<file path="src/rtl/plm_pkg.sv">
package plm_pkg;

   // Defect pair produced from the accepted label
   typedef struct packed {
      logic uneq;
      logic plm;
   } plm_defect_t;

   // Saturating increment for the run counter
   function automatic logic [7:0] plm_sat_inc(input logic [7:0] v, input logic [7:0] max_v);
      return (v >= max_v) ? max_v : v + 8'd1;
   endfunction

endpackage

</file>
<file path="src/rtl/plm_persist.sv">
module plm_persist
   import plm_pkg::*;
#(
   parameter int LBL_W = 8,
   parameter int CNT_W = 4
) (
   input  logic             clk_i,
   input  logic             rst_ni,
   input  logic [LBL_W-1:0] lbl_i,
   input  logic             lbl_vld_i,
   input  logic [CNT_W-1:0] persist_i,
   output logic [LBL_W-1:0] acc_o,
   output logic             chg_o
);
   localparam logic [7:0] RUN_MAX = 8'((1 << CNT_W) - 1);

   logic [LBL_W-1:0] cand_q, acc_q;
   logic [CNT_W-1:0] run_q, run_nx, thr;
   logic             hit;

   // Setting 0 is taken as 1
   assign thr    = (persist_i == '0) ? CNT_W'(1) : persist_i;
   assign run_nx = (lbl_i == cand_q) ? CNT_W'(plm_sat_inc(8'(run_q), RUN_MAX)) : CNT_W'(1);
   assign hit    = lbl_vld_i && (run_nx >= thr) && (lbl_i != acc_q);

   always_ff @(posedge clk_i) begin
      if (!rst_ni) begin
         cand_q <= '0;
         run_q  <= '0;
         acc_q  <= '0;
      end else if (lbl_vld_i) begin
         cand_q <= lbl_i;
         run_q  <= run_nx;
         if (hit) acc_q <= lbl_i;
      end
   end

   assign acc_o = acc_q;
   assign chg_o = hit;

   AST_NO_UPD_IDLE: assert property (@(posedge clk_i) disable iff (!rst_ni)
      !lbl_vld_i |=> $stable(acc_q));
   AST_RUN_LIVE: assert property (@(posedge clk_i) disable iff (!rst_ni)
      lbl_vld_i |=> (run_q != '0));
endmodule

</file>
<file path="src/rtl/plm_defect.sv">
module plm_defect
   import plm_pkg::*;
#(
   parameter int LBL_W = 8
) (
   input  logic [LBL_W-1:0] acc_i,
   input  logic [LBL_W-1:0] exp_i,
   output plm_defect_t      dfc_o
);
   logic zero;

   assign zero       = (acc_i == '0);
   // Unequipped has priority, so mismatch is suppressed on an all-zero label
   assign dfc_o.uneq = zero;
   assign dfc_o.plm  = !zero && (acc_i != exp_i);

   always_comb begin
      AST_DEFECT_EXCL: assert (!(dfc_o.uneq && dfc_o.plm));
   end
endmodule

</file>
<file path="src/rtl/path_label_monitor.sv">
module path_label_monitor
   import plm_pkg::*;
#(
   parameter int LBL_W    = 8,
   parameter int CNT_W    = 4,
   parameter bit REG_DFCT = 1'b0
) (
   input  logic             clk_i,
   input  logic             rst_ni,
   input  logic [LBL_W-1:0] lbl_i,
   input  logic             lbl_vld_i,
   input  logic [LBL_W-1:0] exp_lbl_i,
   input  logic [CNT_W-1:0] persist_i,
   input  logic             irq_mask_i,
   input  logic             dlt_clr_i,
   output logic [LBL_W-1:0] acc_lbl_o,
   output logic             plm_o,
   output logic             uneq_o,
   output logic             dlt_o,
   output logic             irq_o
);
   if (LBL_W < 1 || LBL_W > 32) begin : g_bad_lbl
      $error("LBL_W out of range");
   end
   if (CNT_W < 1 || CNT_W > 8) begin : g_bad_cnt
      $error("CNT_W out of range");
   end

   logic [LBL_W-1:0] acc;
   logic             chg, dlt_q;
   plm_defect_t      dfc;

   plm_persist #(.LBL_W(LBL_W), .CNT_W(CNT_W)) u_persist (
      .clk_i(clk_i), .rst_ni(rst_ni), .lbl_i(lbl_i), .lbl_vld_i(lbl_vld_i),
      .persist_i(persist_i), .acc_o(acc), .chg_o(chg));

   plm_defect #(.LBL_W(LBL_W)) u_defect (
      .acc_i(acc), .exp_i(exp_lbl_i), .dfc_o(dfc));

   if (REG_DFCT) begin : g_dfct_reg
      plm_defect_t dfc_q;
      always_ff @(posedge clk_i) begin
         if (!rst_ni) dfc_q <= '{uneq: 1'b1, plm: 1'b0};
         else         dfc_q <= dfc;
      end
      assign uneq_o = dfc_q.uneq;
      assign plm_o  = dfc_q.plm;
   end else begin : g_dfct_comb
      assign uneq_o = dfc.uneq;
      assign plm_o  = dfc.plm;
   end

   // Sticky change flag, set beats clear
   always_ff @(posedge clk_i) begin
      if (!rst_ni)        dlt_q <= 1'b0;
      else if (chg)       dlt_q <= 1'b1;
      else if (dlt_clr_i) dlt_q <= 1'b0;
   end

   assign acc_lbl_o = acc;
   assign dlt_o     = dlt_q;
   assign irq_o     = dlt_q && !irq_mask_i;

   AST_DLT_ON_CHG: assert property (@(posedge clk_i) disable iff (!rst_ni)
      !$stable(acc) |-> dlt_q);
   AST_DLT_HOLD: assert property (@(posedge clk_i) disable iff (!rst_ni)
      (dlt_q && !dlt_clr_i) |=> dlt_q);
endmodule

</file>
<file path="config.mk">
export PLATFORM = sky130hd
export DESIGN_NAME = path_label_monitor
export DESIGN_NICKNAME = d
export VERILOG_FILES = /design/src/rtl/plm_pkg.sv /design/src/rtl/plm_persist.sv /design/src/rtl/plm_defect.sv /design/src/rtl/path_label_monitor.sv
export SDC_FILE = /design/constraint.sdc
export NUM_CORES = 1
export LEC_CHECK = 0
export ABC_AREA = 1
export CAP_MARGIN = 20
export CORE_MARGIN = 4
export CORE_UTILIZATION = 40
export CTS_BUF_LIST = sky130_fd_sc_hd__clkbuf_8
export DETAILED_ROUTE_END_ITERATION = 8
export DONT_BUFFER_PORTS = 1
export SYNTH_ARGS = -nofsm -noshare
export SYNTH_HDL_FRONTEND = slang
export SYNTH_HIERARCHICAL = 1
export SYNTH_SLANG_ARGS = --single-unit
</file>
<file path="constraint.sdc">
create_clock -name clk_i -period 2.45 [get_ports clk_i]
set_input_delay 0.1225 -clock clk_i [delete_from_list [all_inputs] [get_ports clk_i]]
set_output_delay 0.1225 -clock clk_i [all_outputs]
set_load 0.03 [all_outputs]
</file>
# Yosys cells after proc, flatten, opt, wreduce, memory -nomap -nowiden
# Index checks and enable logic that the tools add are counted.
word_totals:
  latchBits: 0
  ramBits: 0
  output_inout_bits: 12
  memories: 0
  elab_cells: 25
  register_bits: 21
  rom_bits: 0
op_classes:
  addsub: 1
  n_reduce_logical: 10
  bitwise: 0
  div_mod_pow: 0
  n_mux: 5
  shifts: 0
  n_lt_le_gt_ge: 2
  mul: 0
  eq_ne: 3
op_table:
  columns: ["cell", "count"]
  rows:
  - ["inequality test 8 bit", 2]
  - ["two-way mux 4 bit", 3]
  - ["== test 8 bit", 1]
  - ["zero test 8 bit", 1]
  - ["adder 4 x 1 -> 4 bit (second input constant)", 1]
  - ["greater-or-equal comparator 4 bit", 1]
  - ["greater-or-equal comparator 4 bit (second input constant)", 1]
  - ["logical AND 1 bit", 4]
  - ["zero test 4 bit", 1]
  - ["zero test 1 bit", 2]
  - ["two-way mux 1 bit", 2]
  - ["AND reduction 2 bit", 1]
  - ["nonzero test 2 bit", 1]

# Depth between registers and ports, before layout
# Gate-level depths: netlist of run 1.
logic_depth:
  ltp_word: 7
  mapped_depth: 17
  depth_no_buf: 17

# Hierarchy
# The synthesis of run 1 kept the hierarchy.
modules_own_cells:
  columns: ["mod", "area_each_um2", "cells_per_inst", "n_inst"]
  rows:
  - ["plm_persist", 1263.7, 204, 1]
  - ["plm_defect", 206.4, 52, 1]
  - ["path_label_monitor", 51.3, 8, 1]

# Worst setup path before layout of run 1
# OpenSTA, ideal clock, no wires.
synth_path:
  path_kind: "flip-flop to flip-flop"
  startpoint: "register u_persist.run_q[0]"
  endpoint: "register u_persist.acc_q[6] (netlist: u_persist/acc_o[6])"
  path_stages_with_launch: 17
  t_required_ps: 2336
  arrival_ps: 1770
  setup_ps: 114
  slack_ps: 566
  cell_sequence: "dfxtp_1 > ha_1 > inv_1 > nor3_1 > a21oi_1 > nand2_1 > inv_1 > ha_1 > nand2_1 > inv_1 > nand3_1 > nand3_1 > nand2_1 > inv_1 > nand3_1 > nand2_1 > nor2_1"
synth_between:
  elab_chain_len: 7
synth_rtl:
  columns: ["element", "line_no", "source"]
  rows:
  - ["from (decl)", "plm_persist.sv:18", "logic [CNT_W-1:0] run_q, run_nx, thr;"]
  - ["from (signal assigned)", "plm_persist.sv:33", "run_q <= run_nx;"]
  - ["adder 4 x 1 -> 4 bit / greater-or-equal comparator 4 bit (equally long branches)", "plm_pkg.sv:11", "return (v >= max_v) ? max_v : v + 8'd1;"]
  - ["two-way mux 4 bit (*)", "plm_pkg.sv:11", null]
  - ["two-way mux 4 bit (*)", "plm_persist.sv:23", "assign run_nx = (lbl_i == cand_q) ? CNT_W'(plm_sat_inc(8'(run_q), RUN_MAX)) : CNT_W'(1);"]
  - ["via u_persist.run_nx[2]", "plm_persist.sv:18", null]
  - ["greater-or-equal comparator 4 bit (*)", "plm_persist.sv:24", "assign hit = lbl_vld_i && (run_nx >= thr) && (lbl_i != acc_q);"]
  - ["logical AND 1 bit (*) (2 in a row)", "plm_persist.sv:24", null]
  - ["AND reduction 2 bit (no line) (*)", null, null]
  - ["to (signal assigned)", "plm_persist.sv:34", "if (hit) acc_q <= lbl_i;"]
  - ["to (decl)", "plm_persist.sv:17", "logic [LBL_W-1:0] cand_q, acc_q;"]
# The timed path passes the listed nets; every way through them passes the cells marked *.
# A chain may end at the register's enable or synchronous reset.

# Worst setup path in the final report of run 1
layout_path:
  startpoint: "register u_persist.run_q[0]"
  endpoint: "register u_persist.acc_q[5] (netlist: u_persist/acc_o[5])"
# The elaborated chain is that of the path after synthesis.

==> flow_metrics.tcl, run 1 <==
set metrics [dict create \
    fin_hold_ws_ns 0.00429 \
    synth_area_leaders "dfxtp_1, nand2_1, inv_1" \
    slowest_stage "dfxtp_1" \
    hold_path_class "input port to flip-flop" \
    cts_resized 0 \
    rsz0062_at_grt "false" \
    p_per_area_nw_per_um2 479 \
    grt_overflow_total 0 \
    grt_util_all_layers 0.143 \
    grt.busiest_layer "met2" \
    syn_nets 294 \
    setup_viol 0 \
    vias 1462 \
    initial_utilization 0.416 \
    tightest_slew_ns 0.607 \
    ys_types 23 \
    cts_root_buffer "clkbuf_8" \
    synth-edff-count 0 \
    fin_nets 298 \
    critical_path_buf_inv_count 4 \
    cp_top_family "simple AND/OR/NAND/NOR gates" \
    share_comb_of_total_power 0.209 \
    hpwl_mm 2.50 \
    dieArea_um2 4850 \
    fp-row-count 22 \
    avgSynthCellArea_um2 5.76 \
    synth_top_area_cell "dfxtp_1" \
    grt.met3_usage 0.0275 \
    ys_seq_area_frac 0.276 \
    grt_pass1_vias 1333 \
    intPower_uw 534 \
    period_share 0.879 \
    core_um2 3660 \
    p_sw_uw 252 \
    worst-path-max-fanout 8 \
    boundaryPins 37 \
    syn_inst 264 \
    max_cap_violations 0 \
    insertion_delay_ns 0.26 \
    syn_to_final_growth_pct 7.89 \
    pwr-share-clk 0.289 \
    slew_viol_final 0 \
    start_kind "flip-flop" \
    antennaDiodeCount 0 \
    ys_warn_count 6 \
    ys_async_sr_fraction 0 \
    synth_ff_type "dfxtp_1" \
    endpoint_kind "flip-flop" \
    arrival_ns 2.31 \
    via_per_inst 4.64 \
    max-vdd-ir-drop_mv 0.227 \
    p_sw_frac 0.321 \
    ant_nets 0 \
    cp_cell_sequence "ha_1 -> inv_1 -> nor3_1 -> a21oi_1 -> nand2_1 -> inv_1 -> ha_1 -> nand2_1 -> inv_1 -> nand3_1 -> nand3_1 -> nand2_1 -> inv_1 -> nand3_1 -> nand2_1 -> nor2_1" \
    drive_gt1_frac 0.0936 \
    ys_seq_elements 21 \
    drt-total-wl_mm 3.27 \
    io_buffers 0 \
    worst_ep_required_time_ns 2.61 \
    synth_area_um2 1520 \
    die_h_um 69.7 \
    drt_first_iter_violations 60 \
    status "finished clean" \
    fin_worst_skew_ns 0.00335 \
    grt_max_degree 17 \
    crit_path_max_incr_delay_ns 0.40 \
    fin_crit_ns 2.15 \
    grt_pass1_wl_mm 5.81 \
    slew_headroom 0.594 \
    cts.clk_slew.worst_paths_ns 0.08 \
    cts-buffers-inserted 3 \
    pwr-share-seq 0.502 \
    clock_path_buffers 2 \
    finalHoldViolCount 0 \
    htreeDepth 1 \
    leakagePower_uw 0.000869 \
    fmax_ghz 0.465 \
    gp_congestion 0.789 \
    cts_sinks 21 \
    netlist.area_leader.share 0.276 \
    use_met2 0.238 \
    drt_pass1_iterations 4 \
    drcViolationCount 0 \
    wl_per_cell_um 10.4 \
    setup.worst_path.class "flip-flop to flip-flop" \
    cts_tree "yes" \
    fin_tns_setup_ns 0 \
    die_width_um 69.7 \
    antenna_found_initial 0 \
    post-route-util 0.448 \
    gr-usage-met1 0.183 \
]
[registers in the layout, summed over array words and instances, names as in the netlist]
signal	cells
dlt_o	1
u_persist/acc_o	8
u_persist/cand_q	8
u_persist/run_q	4
[worst paths after layout]
| path | startpoint | slack (ns) | cells past startpoint | endpoint |
|---|---|---|---|---|
| hold reg to reg | u_persist/cand_q[3] | 0.55 | 2 | u_persist/cand_q[3] |
| setup reg to reg | u_persist/run_q[0] | 0.30 | 16 | u_persist/acc_o[5] |
| hold / removal | rst_ni | 0.004 | 2 | u_persist/cand_q[3] |
| setup / recovery | u_persist/run_q[0] | 0.30 | 16 | u_persist/acc_o[5] |
[worst reg2reg max path, stage by stage, from the launching register on]
cell	delay [ns]
dfxtp_1	0.40
ha_1	0.19
inv_1	0.07
nor3_1	0.13
a21oi_1	0.06
nand2_1	0.09
inv_1	0.05
ha_1	0.27
nand2_1	0.05
inv_1	0.06
nand3_1	0.06
nand3_1	0.09
nand2_1	0.10
inv_1	0.19
nand3_1	0.11
nand2_1	0.08
nor2_1	0.04
[Yosys cell counts (3+ instances only)]
cell	instances
nand2_1	80
inv_1	46
nor2_1	33
dfxtp_1	21
a21oi_1	13
nand3_1	13
inv_2	11
o21ai_0	11
xor2_1	8
ha_1	5
clkbuf_1	4
nor2_2	4
nand2_2	3
[layout make-up]
cell class | instances | area (um^2)
Sequential cell | 21 | 420
Multi-Input combinational cell | 180 | 861
Clock buffer | 3 | 41.3
Inverter | 58 | 218
Timing Repair Buffer | 4 | 37.5
Fill cell | 400 | 2020
Clock inverter | 1 | 3.75
Tap cell | 48 | 60.1
[what timing repair did]
item,CTS,global route
buffers inserted,0,0
hold endpoints to repair,20,0
hold buffers,3,0
[routing by layer]
layer	vias to the layer above	share of wire
li1	795	-
met1	626	0.45
met2	37	0.47
met3	4	0.070
met4	0	0.011
met5	-	0
[placed cells by master, fill, tap and decap left out]
cell type	Yosys	routed
dlygate4sd3_1	0	3
a21oi_2	1	1
inv_2	11	11
a22oi_1	1	1
buf_4	1	1
o21ai_0	11	11
nor3_1	2	2
nand3_1	13	13
a31o_2	1	1
nand2_1	80	80
nand4_1	2	2
o21a_1	1	1
xnor2_1	1	1
ha_1	5	5
nor2_4	1	1
nand2_2	3	3
nor2_1	33	33
dfxtp_1	21	21
a21oi_1	13	13
nor2_2	4	4
clkinv_1	1	1
xor2_1	8	8
inv_1	46	47
clkbuf_8	0	3
[power by group through the flow]
stage | Clock (uW) | Sequential, uW | Combinational, uW
2_1_floorplan | 0 | 401 | 142
3_3_place_gp | 0 | 403 | 153
3_5_place_dp | 0 | 403 | 155
4_1_cts | 232 | 395 | 165
5_1_grt | 249 | 400 | 192
6_report | 227 | 395 | 165
[through the flow]
stage / power [uW] / area [um^2] / setup WS (ns) / cells
after floorplan: 543 / 1520 / 0.566 / 264
after global placement: 556 / 1570 / 0.346 / 308
after global routing: 841 / 1640 / 0.0180 / 315
after detailed placement: 558 / 1570 / 0.343 / 308
final: 786 / 1640 / 0.297 / 315
after CTS: 793 / 1640 / 0.314 / 315
[cell families after synthesis]
family                     synth area share
buffers and inverters                 0.158
adders and majority gates            0.0411
AOI/OAI and AO/OA                     0.100
xor gates and xnor gates             0.0518
and+or+nand+nor                       0.373
DFF                                   0.276
(Power assumes the default switching activity.)
==> inputs of run 2 (changes only) <==
CORE_UTILIZATION = 50   (was 40)
==> flow_metrics.tcl, run 2 (synthesized netlist as in run 1, its figures left out) <==
set metrics [dict create \
    status "finished clean" \
    antennaDiodeCount 0 \
    fp-row-count 19 \
    rsz0062_at_grt "false" \
    max-vdd-ir-drop_mv 0.304 \
    ant_nets 0 \
    cts-buffers-inserted 3 \
    fin_crit_ns 2.12 \
    fillers 283 \
    fin_worst_skew_ns 0.00115 \
    dieArea_um2 3990 \
    grt_pass1_wl_mm 5.46 \
    fin_nets 298 \
    die_h_um 63.2 \
    grt_pass1_vias 1202 \
    hold_path_class "input port to flip-flop" \
    rrSetupSlack_ns 0.33 \
    htreeDepth 1 \
    dpl_cell_area_um2 1540 \
    drt-total-wl_mm 3.41 \
    tightest_slew_ns 0.599 \
    io_buffers 0 \
    cts_sinks 21 \
    fin_tns_setup_ns 0 \
    die_width_um 63.2 \
    r2r_cells 16 \
    intPower_uw 534 \
    leakagePower_uw 0.000868 \
    r2r-end "u_persist/acc_o[4]" \
    insertion_delay_ns 0.26 \
    clock_path_buffers 2 \
    drt_first_iter_violations 67 \
    vias 1453 \
    p_sw_uw 253 \
    slew_viol_final 0 \
    worst_ep_required_time_ns 2.61 \
    max_cap_violations 0 \
    worst-path-max-fanout 8 \
    grt_max_degree 19 \
    cts.clk_slew.worst_paths_ns 0.08 \
    total_power_uw 787 \
    hpwl_mm 2.53 \
    holdBufCountCts 3 \
    r2r-start "u_persist/run_q[0]" \
    cts_resized 0 \
    antenna_found_initial 0 \
    wl_per_cell_um 11.4 \
    pwr-share-seq 0.507 \
    via_per_inst 4.88 \
    arrival_ns 2.28 \
    p_per_area_nw_per_um2 485 \
    startpoint "u_persist/run_q[0]" \
    slew_headroom 0.599 \
    share_comb_of_total_power 0.208 \
    cts_setup_buffers 0 \
    critPathCapture "u_persist/acc_o[4]" \
    drive_gt1_frac 0.0899 \
    boundaryPins 37 \
    core_um2 2830 \
    cts_root_buffer "clkbuf_8" \
    final_area_um2 1620 \
    multi_input_area_um2 861 \
    cts_tree "yes" \
    endpoint_kind "flip-flop" \
    p_sw_frac 0.321 \
    pwr-share-clk 0.285 \
    initial_utilization 0.538 \
    start_kind "flip-flop" \
    setup.worst_path.class "flip-flop to flip-flop" \
    drcViolationCount 0 \
    drt_pass1_iterations 4 \
    period_share 0.867 \
    setup_viol 0 \
    final_common_cell "nand2_1" \
    finalHoldViolCount 0 \
    grt_util_all_layers 0.170 \
    syn_to_final_growth_pct 6.66 \
    regArea_um2 420 \
    final_cell_mix "nand2_1, inv_1, nor2_1" \
    gp_congestion 0.769 \
    fmax_ghz 0.471 \
    grt_overflow_total 0 \
]
## run 2: cell types whose count changed in the layout (fill, tap and decap cells not counted)
| cell | before | now |
|---|---|---|
| buf_4 | 1 | 0 |
| dlygate4sd3_1 | 3 | 4 |
## run 2: worst max-delay path: stages, from the launching register on
cell     delay [ns]
dfxtp_1        0.40
ha_1           0.19
inv_1          0.06
nor3_1         0.13
a21oi_1        0.06
nand2_1        0.10
inv_1          0.05
ha_1           0.27
nand2_1        0.05
inv_1          0.06
nand3_1        0.07
nand3_1        0.08
nand2_1        0.09
inv_1          0.20
nand3_1        0.11
nand2_1        0.08
nor2_1         0.04
## run 2: cell type report
cell class	instances	share of cell area
sequential	21	0.259
clock buffer	3	0.0254
multi-input combinational	180	0.530
clock inverter	1	0.00231
inverter	58	0.134
tap	31	0.0239
timing repair buffer	4	0.0247
## run 2: how the worst min path moves through the flow
stage,startpoint,to,slack [ns],cells past startpoint
3_5_place_dp,lbl_vld_i,u_persist/cand_q[5],0.22,1
5_1_grt,lbl_i[0],u_persist/cand_q[0],0.008,2
3_3_place_gp,lbl_vld_i,u_persist/cand_q[0],0.21,1
6_report,lbl_i[6],u_persist/cand_q[6],0.02,2
2_1_floorplan,rst_ni,dlt_o,0.24,2
4_1_cts,rst_ni,u_persist/cand_q[4],0.002,2
## run 2: stage by stage
step | instances | hold WS, ns | utilization | setup WS (ns)
floorplan | 264 | 0.244 | - | 0.566
global placement | 290 | 0.215 | 0.544 | 0.359
detailed placement | 290 | 0.218 | 0.544 | 0.356
CTS | 297 | 0.00158 | 0.570 | 0.319
global route | 298 | 0.00835 | 0.574 | 0.117
finish | 298 | 0.0206 | 0.574 | 0.326
## run 2: routing by layer
| layer | share of wire | global-route usage | vias up |
|---|---|---|---|
| met4 | 0.0050 | 0.0496 | 0 |
| met3 | 0.065 | 0.0391 | 2 |
| met1 | 0.52 | 0.254 | 615 |
| met2 | 0.41 | 0.241 | 41 |
| met5 | 0 | 0 | - |
| li1 | - | - | 795 |
## run 2: power by group through the flow
stage	logic (uW)	registers (uW)	clock network (uW)
after floorplan	142	401	0
after global placement	151	407	0
after detailed placement	151	407	0
after CTS	162	399	233
after global routing	189	402	245
final	164	399	224
==> inputs of run 3 (changes only) <==
PLACE_DENSITY_LB_ADDON = 0.05   (was default)
==> flow_metrics.tcl, run 3 (synthesized netlist as in run 1, its figures left out) <==
set metrics [dict create \
    status "finished clean" \
    gp_congestion 0.781 \
    fin_ws_ns 0.327 \
    cts_setup_buffers 0 \
    fin_tns_setup_ns 0 \
    boundaryPins 37 \
    core_um2 2830 \
    drive_gt1_frac 0.0936 \
    io_buffers 0 \
    drt-total-wl_mm 3.27 \
    clock_path_buffers 2 \
    leakagePower_uw 0.000869 \
    die_width_um 63.2 \
    fin_crit_ns 2.12 \
    cts-buffers-inserted 3 \
    setup_viol 0 \
    slowest_stage "dfxtp_1" \
    r2r_cells 16 \
    final_common_cell "nand2_1" \
    hp-start "rst_ni" \
    htreeDepth 1 \
    drt_first_iter_violations 35 \
    grt_max_degree 16 \
    ant_nets 0 \
    setup.worst_path.class "flip-flop to flip-flop" \
    fmax_ghz 0.471 \
    hold_end "u_persist/run_q[3]" \
    p_per_area_nw_per_um2 484 \
    crit_path_max_incr_delay_ns 0.40 \
    antenna_found_initial 0 \
    fp-row-count 19 \
    slew_headroom 0.605 \
    max_cap_violations 0 \
    cp_top_family "simple AND/OR/NAND/NOR gates" \
    grt_pass1_vias 1384 \
    fin_nets 298 \
    hold_depth 2 \
    vias 1449 \
    cts.clk_slew.worst_paths_ns 0.08 \
    drcViolationCount 0 \
    pre_cts_slack_ns 0.355 \
    grt_overflow_total 0 \
    r2r-start "u_persist/run_q[0]" \
    hpwl_mm 2.49 \
    finalHoldViolCount 0 \
    grt_util_all_layers 0.178 \
    worst_ep_required_time_ns 2.61 \
    max-vdd-ir-drop_mv 0.239 \
    dieArea_um2 3990 \
    arrival_ns 2.28 \
    fin_worst_skew_ns 0.00254 \
    fin_hold_ws_ns 0.00328 \
    insertion_delay_ns 0.26 \
    initial_utilization 0.538 \
    cts_resized 0 \
    antennaDiodeCount 0 \
    fin_cells 298 \
    post-place-cells 291 \
    via_per_inst 4.86 \
    endpoint_kind "flip-flop" \
    cts_sinks 21 \
    critical_path_buf_inv_count 4 \
    cts_tree "yes" \
    period_share 0.867 \
    grt_pass1_wl_mm 5.89 \
    holdBufCountCts 3 \
    wl_per_cell_um 11.0 \
    worst-path-max-fanout 8 \
    rsz0062_at_grt "false" \
    rrSetupSlack_ns 0.33 \
    r2r-end "u_persist/acc_o[4]" \
    die_h_um 63.2 \
    cp_cell_sequence "ha_1 -> inv_1 -> nor3_1 -> a21oi_1 -> nand2_1 -> inv_1 -> ha_1 -> nand2_1 -> inv_1 -> nand3_1 -> nand3_1 -> nand2_1 -> inv_1 -> nand3_1 -> nand2_1 -> nor2_1" \
    final_cell_mix "nand2_1, inv_1, nor2_1" \
    tightest_slew_ns 0.590 \
    hold_path_class "input port to flip-flop" \
    start_kind "flip-flop" \
    syn_to_final_growth_pct 6.50 \
    drt_pass1_iterations 5 \
    slew_viol_final 0 \
    cts_root_buffer "clkbuf_8" \
]
==> run 3: final cells by class <==
cell class,count,area [um^2]
repair buffers,4,37.5
clock inverters,1,3.75
clock buffers,3,41.3
multi-input cells,180,861
inverters,58,218
fillers,304,1210
well taps,31,38.8
flip-flops and latches,21,420
==> run 3: report_power, final <==
group / internal (uW) / total, uW / switching, uW / leakage [uW]
clock: 112 / 225 / 113 / 0.0000269
combinational: 61.0 / 164 / 103 / 0.000669
sequential: 361 / 396 / 34.2 / 0.000173
total: 534 / 784 / 250 / 0.000869
==> run 3: how the worst max path moves through the flow <==
stage / startpoint / to / depth (start not counted)
detailed placement: u_persist/run_q[0] / u_persist/acc_o[4] / 16
CTS: u_persist/run_q[0] / u_persist/acc_o[4] / 16
global placement: u_persist/run_q[0] / u_persist/acc_o[4] / 16
finish: u_persist/run_q[0] / u_persist/acc_o[4] / 16
global route: u_persist/run_q[0] / u_persist/acc_o[6] / 16
floorplan: u_persist/run_q[0] / u_persist/acc_o[6] / 16
==> run 3: layer usage <==
metal / track usage / wire (um)
met1: 0.226 / 1530
met2: 0.290 / 1530
met5: 0 / 0
met4: 0.0826 / 29
met3: 0.0355 / 184
==> run 3: through the flow <==
step	utilization	power, uW	area [um^2]
global placement	0.546	557	1550
detailed placement	0.546	558	1550
floorplan	-	543	1520
global route	0.573	838	1620
CTS	0.573	792	1620
finish	0.573	784	1620
